**config.mk**
```make
export PLATFORM = sky130hd
export DESIGN_NAME = simd_alu
export DESIGN_NICKNAME = d
export VERILOG_FILES = /design/src/rtl/simd_alu_pkg.sv /design/src/rtl/simd_lane.sv /design/src/rtl/simd_lane_bank.sv /design/src/rtl/simd_alu.sv
export SDC_FILE = /design/constraint.sdc
export NUM_CORES = 2
export LEC_CHECK = 0
export ABC_AREA = 1
export BUFFER_PORTS_ARGS = -buffer_cell sky130_fd_sc_hd__buf_2
export CORE_ASPECT_RATIO = 1.4
export CORE_UTILIZATION = 25
export DETAILED_ROUTE_END_ITERATION = 10
export GPL_ROUTABILITY_DRIVEN = 1
export PLACE_DENSITY_LB_ADDON = 0.1
export SLEW_MARGIN = 20
export SYNTH_ARGS = -nofsm -noshare
export SYNTH_HDL_FRONTEND = slang
export SYNTH_SLANG_ARGS = --single-unit
```
**constraint.sdc**
```tcl
create_clock -name clk_i -period 1.4 [get_ports clk_i]
set_input_delay 0.28 -clock clk_i [delete_from_list [all_inputs] [get_ports clk_i]]
set_output_delay 0.28 -clock clk_i [all_outputs]
set_load 0.02 [all_outputs]
```
**src/rtl/simd_alu_pkg.sv**
```systemverilog
package simd_alu_pkg;
  localparam int DATA_W  = 64;
  localparam int N_SIZES = 4;

  typedef enum logic [3:0] {
    OP_ADD  = 4'd0,
    OP_SUB  = 4'd1,
    OP_MIN  = 4'd2,
    OP_MAX  = 4'd3,
    OP_ABS  = 4'd4,
    OP_AVG  = 4'd5,
    OP_SAD  = 4'd6,
    OP_AND  = 4'd7,
    OP_OR   = 4'd8,
    OP_XOR  = 4'd9,
    OP_NOT  = 4'd10,
    OP_ANDN = 4'd11
  } alu_op_e;

  typedef enum logic [1:0] {
    LANE_8  = 2'd0,
    LANE_16 = 2'd1,
    LANE_32 = 2'd2,
    LANE_64 = 2'd3
  } lane_sz_e;
endpackage

```
**src/rtl/simd_lane.sv**
```systemverilog
module simd_lane
  import simd_alu_pkg::*;
#(
  parameter int W = 8
) (
  input  logic [W-1:0] a_i,
  input  logic [W-1:0] b_i,
  input  logic [3:0]   op_i,
  input  logic         sgn_i,
  input  logic         sat_i,
  output logic [W-1:0] res_o,
  output logic [W-1:0] adiff_o
);
  // two guard bits keep sum, difference and negation exact
  localparam int EW = W + 2;

  logic signed [EW-1:0] ea, eb, sum, dif, neg_a, avg, dmag;
  logic signed [EW-1:0] max_v, min_v, arith;
  logic                 clamp_en;

  always_comb begin
    ea    = {{2{sgn_i & a_i[W-1]}}, a_i};
    eb    = {{2{sgn_i & b_i[W-1]}}, b_i};
    sum   = ea + eb;
    dif   = ea - eb;
    neg_a = -ea;
    avg   = (sum + EW'(1)) >>> 1;
    dmag  = dif[EW-1] ? -dif : dif;
    max_v = sgn_i ? {3'b000, {(W-1){1'b1}}} : {2'b00, {W{1'b1}}};
    min_v = sgn_i ? {3'b111, {(W-1){1'b0}}} : '0;
  end

  always_comb begin
    arith    = '0;
    clamp_en = 1'b0;
    case (op_i)
      OP_ADD: begin arith = sum; clamp_en = sat_i; end
      OP_SUB: begin arith = dif; clamp_en = sat_i; end
      OP_MIN: arith = (ea < eb) ? ea : eb;
      OP_MAX: arith = (ea < eb) ? eb : ea;
      OP_ABS: begin arith = ea[EW-1] ? neg_a : ea; clamp_en = sat_i; end
      OP_AVG: arith = avg;
      default: arith = '0;
    endcase
  end

  always_comb begin
    if (clamp_en && (arith > max_v))      res_o = max_v[W-1:0];
    else if (clamp_en && (arith < min_v)) res_o = min_v[W-1:0];
    else                                  res_o = arith[W-1:0];
  end

  assign adiff_o = dmag[W-1:0];
endmodule

```
**src/rtl/simd_lane_bank.sv**
```systemverilog
module simd_lane_bank
  import simd_alu_pkg::*;
#(
  parameter int W = 8
) (
  input  logic [DATA_W-1:0] a_i,
  input  logic [DATA_W-1:0] b_i,
  input  logic [3:0]        op_i,
  input  logic              sgn_i,
  input  logic              sat_i,
  output logic [DATA_W-1:0] res_o,
  output logic [DATA_W-1:0] sad_o
);
  localparam int N_LANES = DATA_W / W;

  logic [N_LANES-1:0][W-1:0] lane_res;
  logic [N_LANES-1:0][W-1:0] lane_ad;

  for (genvar g = 0; g < N_LANES; g++) begin : g_lane
    simd_lane #(.W(W)) u_lane (
      .a_i    (a_i[g*W +: W]),
      .b_i    (b_i[g*W +: W]),
      .op_i   (op_i),
      .sgn_i  (sgn_i),
      .sat_i  (sat_i),
      .res_o  (lane_res[g]),
      .adiff_o(lane_ad[g])
    );
  end

  assign res_o = lane_res;

  always_comb begin
    sad_o = '0;
    for (int i = 0; i < N_LANES; i++) sad_o = sad_o + DATA_W'(lane_ad[i]);
  end
endmodule

```
**src/rtl/simd_alu.sv**
```systemverilog
module simd_alu
  import simd_alu_pkg::*;
(
  input  logic              clk_i,
  input  logic              rst_ni,
  input  logic              valid_i,
  input  logic [DATA_W-1:0] op_a_i,
  input  logic [DATA_W-1:0] op_b_i,
  input  logic [1:0]        lane_sz_i,
  input  logic              signed_i,
  input  logic              sat_i,
  input  logic [3:0]        opcode_i,
  output logic              valid_o,
  output logic [DATA_W-1:0] result_o
);
  logic [N_SIZES-1:0][DATA_W-1:0] bank_res;
  logic [N_SIZES-1:0][DATA_W-1:0] bank_sad;
  logic [DATA_W-1:0]              nxt_res;

  for (genvar s = 0; s < N_SIZES; s++) begin : g_bank
    simd_lane_bank #(.W(8 << s)) u_bank (
      .a_i  (op_a_i),
      .b_i  (op_b_i),
      .op_i (opcode_i),
      .sgn_i(signed_i),
      .sat_i(sat_i),
      .res_o(bank_res[s]),
      .sad_o(bank_sad[s])
    );
  end

  always_comb begin
    case (opcode_i)
      OP_ADD, OP_SUB, OP_MIN, OP_MAX, OP_ABS, OP_AVG:
                nxt_res = bank_res[lane_sz_i];
      OP_SAD:   nxt_res = bank_sad[lane_sz_i];
      OP_AND:   nxt_res = op_a_i & op_b_i;
      OP_OR:    nxt_res = op_a_i | op_b_i;
      OP_XOR:   nxt_res = op_a_i ^ op_b_i;
      OP_NOT:   nxt_res = ~op_a_i;
      OP_ANDN:  nxt_res = op_a_i & ~op_b_i;
      default:  nxt_res = '0;
    endcase
  end

  always_ff @(posedge clk_i or negedge rst_ni) begin
    if (!rst_ni) begin
      valid_o  <= 1'b0;
      result_o <= '0;
    end else begin
      valid_o <= valid_i;
      if (valid_i) result_o <= nxt_res;
    end
  end
endmodule

```
==> results.yml, run 1 <==
global_route:
  overflow: 4826
  first_global_vias: 136000
  grt_max_degree: 66
  grt_pass1_wl_um: 1370000
  grt_usage_pct: 77.1
cts:
  clockRootBuffer: "clkbuf_16"
  htreeDepth: 3
  cts_sinks: 65
  clock_path_buffers: 2
  cts_buffers: 9
placed_design:
  placed_cells: 19100
  io_buffers: 203
  placed_area_mm2: 0.103
  hpwl_um: 643000
  place_congestion: 1.27
synth:
  ys_seq_area_share_pct: 2.71
  synth_top_cell_area_share_pct: 18.8
  synth.cell_area_mm2: 0.0600
  synth_commonest_cells: "nand2_1 (3013), inv_1 (1451), nor2_1 (1258)"
  synth_cell_type_count: 83
  synth_cells: 11500
  syn_nets: 12100
  ys.flop_type: "dfrtp_1"
  synth_edf_count: 0
  yosysWarnings: 0
  yosysMostFrequentCell: "nand2_1"
  synth_area_leaders: "nand2_1 (19%), inv_1 (9.1%), o21ai_0 (8.6%)"
  syn_area_per_cell_um2: 5.21
  ys_ff_latch: 65
  yosys.area.top_type: "nand2_1"
  async_reset_ff_share_pct: 100
status:
  status: "stopped before the end"
  stop_stage: "global routing"
  firstError: "[ERROR GRT-0116] Global routing finished with congestion. Check the congestion regions in the DRC Viewer."
die:
  rows: 212
  io_pins: 204
  initial_core_util_pct: 25.2
  die_h_um: 582
  die_x_um: 416
-- stage by stage --
step                setup WS [ps]  setup TNS, ps  hold WS [ps]
floorplan                   -5110        -240540         -15.6
global placement            -7240        -398660           251
detailed placement          -6790        -395940           270
CTS                         -5790        -309690           301
-- logic make-up after synthesis --
family                     count (synthesis)  share of synthesized area, %
DFF                                       65                          2.71
adders and majority gates                461                          10.5
muxes                                      3                        0.0938
buffers and inverters                   2112                          13.7
xor gates and xnor gates                 464                          6.87
AOI/OAI and AO/OA                       2787                          26.5
and+or+nand+nor                         5636                          39.6
-- routing by layer --
layer  overflow  track usage [%]
met3         49             55.9
met4       1397             84.0
met5         10             21.9
met2       3351             98.1
met1         19             75.1
-- repair_timing --
item,CTS
hold buffers,1
setup buffers,154
hold endpoints to repair,31
cloned,1
pin swaps,208
endpoints found under the setup margin,64
gates resized for setup,669
==> inputs of run 2 (changes only) <==
- CORE_ASPECT_RATIO: 1.4 -> not set
- CORE_UTILIZATION: 25 -> 20
- PLACE_DENSITY_LB_ADDON: 0.1 -> 0.15
==> run 2 against run 1 <==
Against the previous run:
- the flow now finishes, with violations (negative setup slack)
- synthesized cell count unchanged
- synthesized area unchanged
==> results.yml, run 2 <==
timing:
  fmax_mhz: 145
  worst_pin_slew_ps: 1300
  relSlewSlack_pct: 12.5
  rsz0062_at_grt: "yes"
  min_period_ps: 6890
  final.setup_skew_ps: 0
  setup_slack_ps: -5490
  fin_crit_sh_pct: 492
  tns_ps: -307900
  finalSetupViolations: 70
  hold_violations: 0
  slew_violations: 0
critical_path:
  worstPathArrival_ps: 7300
  start_kind: "primary input"
  cpMaxStageDelayCell: "fa_1"
  end_kind: "register"
  crit_path_max_fanout: 4
  crit_required_ps: 1810
  critPathKind: "in -> reg"
  cpPeakStageDelay_ps: 570
  cp_common_cell: "inv_2"
die:
  rows: 200
  die_x_um: 550
  die_area_mm2: 0.302
  die_h_um: 550
  core-area_mm2: 0.298
  io_pins: 204
  initial_core_util_pct: 20.2
synth:
  yosys.area.top_type: "nand2_1"
  synth.cell_area_mm2: 0.0600
  yosysMostFrequentCell: "nand2_1"
  syn_nets: 12100
  synth_cells: 11500
  async_reset_ff_share_pct: 100
  synth_top_cell_area_share_pct: 18.8
  ys_seq_area_share_pct: 2.71
  syn_area_per_cell_um2: 5.21
  synth_cell_type_count: 83
  synth_edf_count: 0
  synth_area_leaders: "nand2_1 (19%), inv_1 (9.1%), o21ai_0 (8.6%)"
  yosysWarnings: 0
  ys_ff_latch: 65
  ys.flop_type: "dfrtp_1"
  synth_commonest_cells: "nand2_1 (3013), inv_1 (1451), nor2_1 (1258)"
drt:
  postRouteAntennaNets: 0
  drc: 0
  wirelength_um: 757000
  wl_per_cell_um: 37.1
  viasPerCell: 5.31
  vias: 108000
  dr.pass1.iters: 6
  drt_first_iter_violations: 12600
finish:
  regArea_mm2: 0.00163
  final_common_cell: "buf_4"
  final_nets: 17000
  multiInputGateArea_mm2: 0.0575
  mostFrequentLayoutCells: "buf_4 (4741), nand2_1 (2612), inv_1 (1312)"
  fillerInstances: 33600
  regMostFlops: "result_o"
  area_growth_pct: 92.5
  top_regs: "result_o: 64 flops, valid_o: 1 flops"
  finish.instance_area_mm2: 0.116
  largest_reg_flops: 64
  drive_above_1_share_pct: 43.2
power_and_ir_drop:
  pwr_density_cell_mw_per_mm2: 1360
  p_leak_nw: 58.1
  p_clk_share_pct: 2.0
  power.internal_mw: 72.1
  power_frac_seq_pct: 1.6
  power.switching_mw: 84.8
  swShare_pct: 54.1
  ir_drop_uv: 7360
  p_comb_share_pct: 96.4
placed_design:
  hpwl_um: 655000
  placed_area_mm2: 0.104
  io_buffers: 203
  place_congestion: 1.13
status:
  status: "complete, but fails checks"
  violations: "negative setup slack"
global_route:
  antenna_found_initial: 95
  grt_usage_pct: 48.4
  first_global_vias: 103000
  grt_max_degree: 66
  overflow: 0
  grt_pass1_wl_um: 969000
job:
  drv_cap: 0
cts:
  tritoncts: "yes"
  clkTransAtPathRegs_ps: 100
  clockRootBuffer: "clkbuf_16"
  clkLatencyLatePin_ps: 450
  htreeDepth: 3
  cts_buffers: 9
  clock_path_buffers: 2
  cts_sinks: 65
min_path:
  holdCritPathClass: "in -> reg"
-- run 2: through the flow --
step	total power [mW]	hold WS [ps]	std cells	worst slack, ps	util (%)
4_1_cts	144	214	20300	-5290	37.8
3_5_place_dp	123	361	20000	-6900	35.0
3_3_place_gp	125	358	20000	-6890	35.0
2_1_floorplan	57.9	-15.6	11500	-5110	-
5_1_grt	162	236	20400	-5760	38.8
6_report	157	237	20400	-5490	38.8
-- run 2: final cells by class --
type,count,area share (%)
multi-input cells,9351,49.7
clock inverters,6,0.0790
diodes,50,0.108
flip-flops and latches,65,1.41
repair buffers,5408,38.8
inverters,1584,5.35
well taps,3939,4.26
clock buffers,10,0.207
-- run 2: worst paths after layout --
kind,start,to,slack (ps),depth (start not counted)
min in group asynchronous,rst_ni,result_o[16],390,3
max reg2reg,result_o[10],result_o[10],550,3
max,op_b_i[12],result_o[9],-5490,47
min reg2reg,result_o[31],result_o[31],480,2
max in group asynchronous,rst_ni,result_o[7],560,3
min,valid_i,valid_o,240,2
-- run 2: logic make-up (layout without fill, tap and decap cells) --
logic type | Yosys count | after routing | share of synthesized area [%]
xor+xnor | 464 | 464 | 6.87
buf+inv | 2112 | 7008 | 13.7
simple gates | 5636 | 5636 | 39.6
fa+ha+maj | 461 | 461 | 10.5
flops | 65 | 65 | 2.71
other cells | 0 | 50 | 0
compound gates | 2787 | 2787 | 26.5
mux | 3 | 3 | 0.0938
-- run 2: critical path, delay by kind of cell --
kind            cells  cell delay, ps
compound gates      8            1130
xor+xnor            2             390
fa+ha+maj           7            2840
buf+inv            14            1370
simple gates       16            1260
-- run 2: metal layers --
layer  vias up  GRT usage, %  wire, µm
met1     51900          52.9    276000
li1      47900             -         -
met2      6203          74.6    323000
met4        40          50.5     94800
met3      2225          12.2     62600
met5         -             0       301
-- run 2: repair_timing --
action | CTS | global route
hold buffers | 1 | 0
hold endpoints to repair | 65 | 0
resized for setup | 1512 | 625
setup buffers | 328 | 103
pin swaps | 432 | 349
endpoints found under the setup margin | 75 | 73
gates cloned | 3 | 0
-- run 2: power groups by stage --
stage	combinational (mW)	sequential [mW]	clock, mW
after floorplan	55.0	2.86	0
final	151	2.52	3.19
after global placement	123	2.53	0
after detailed placement	121	2.53	0
after CTS	138	2.52	3.27
after global routing	156	2.54	3.25
(Power assumes the default switching activity.)
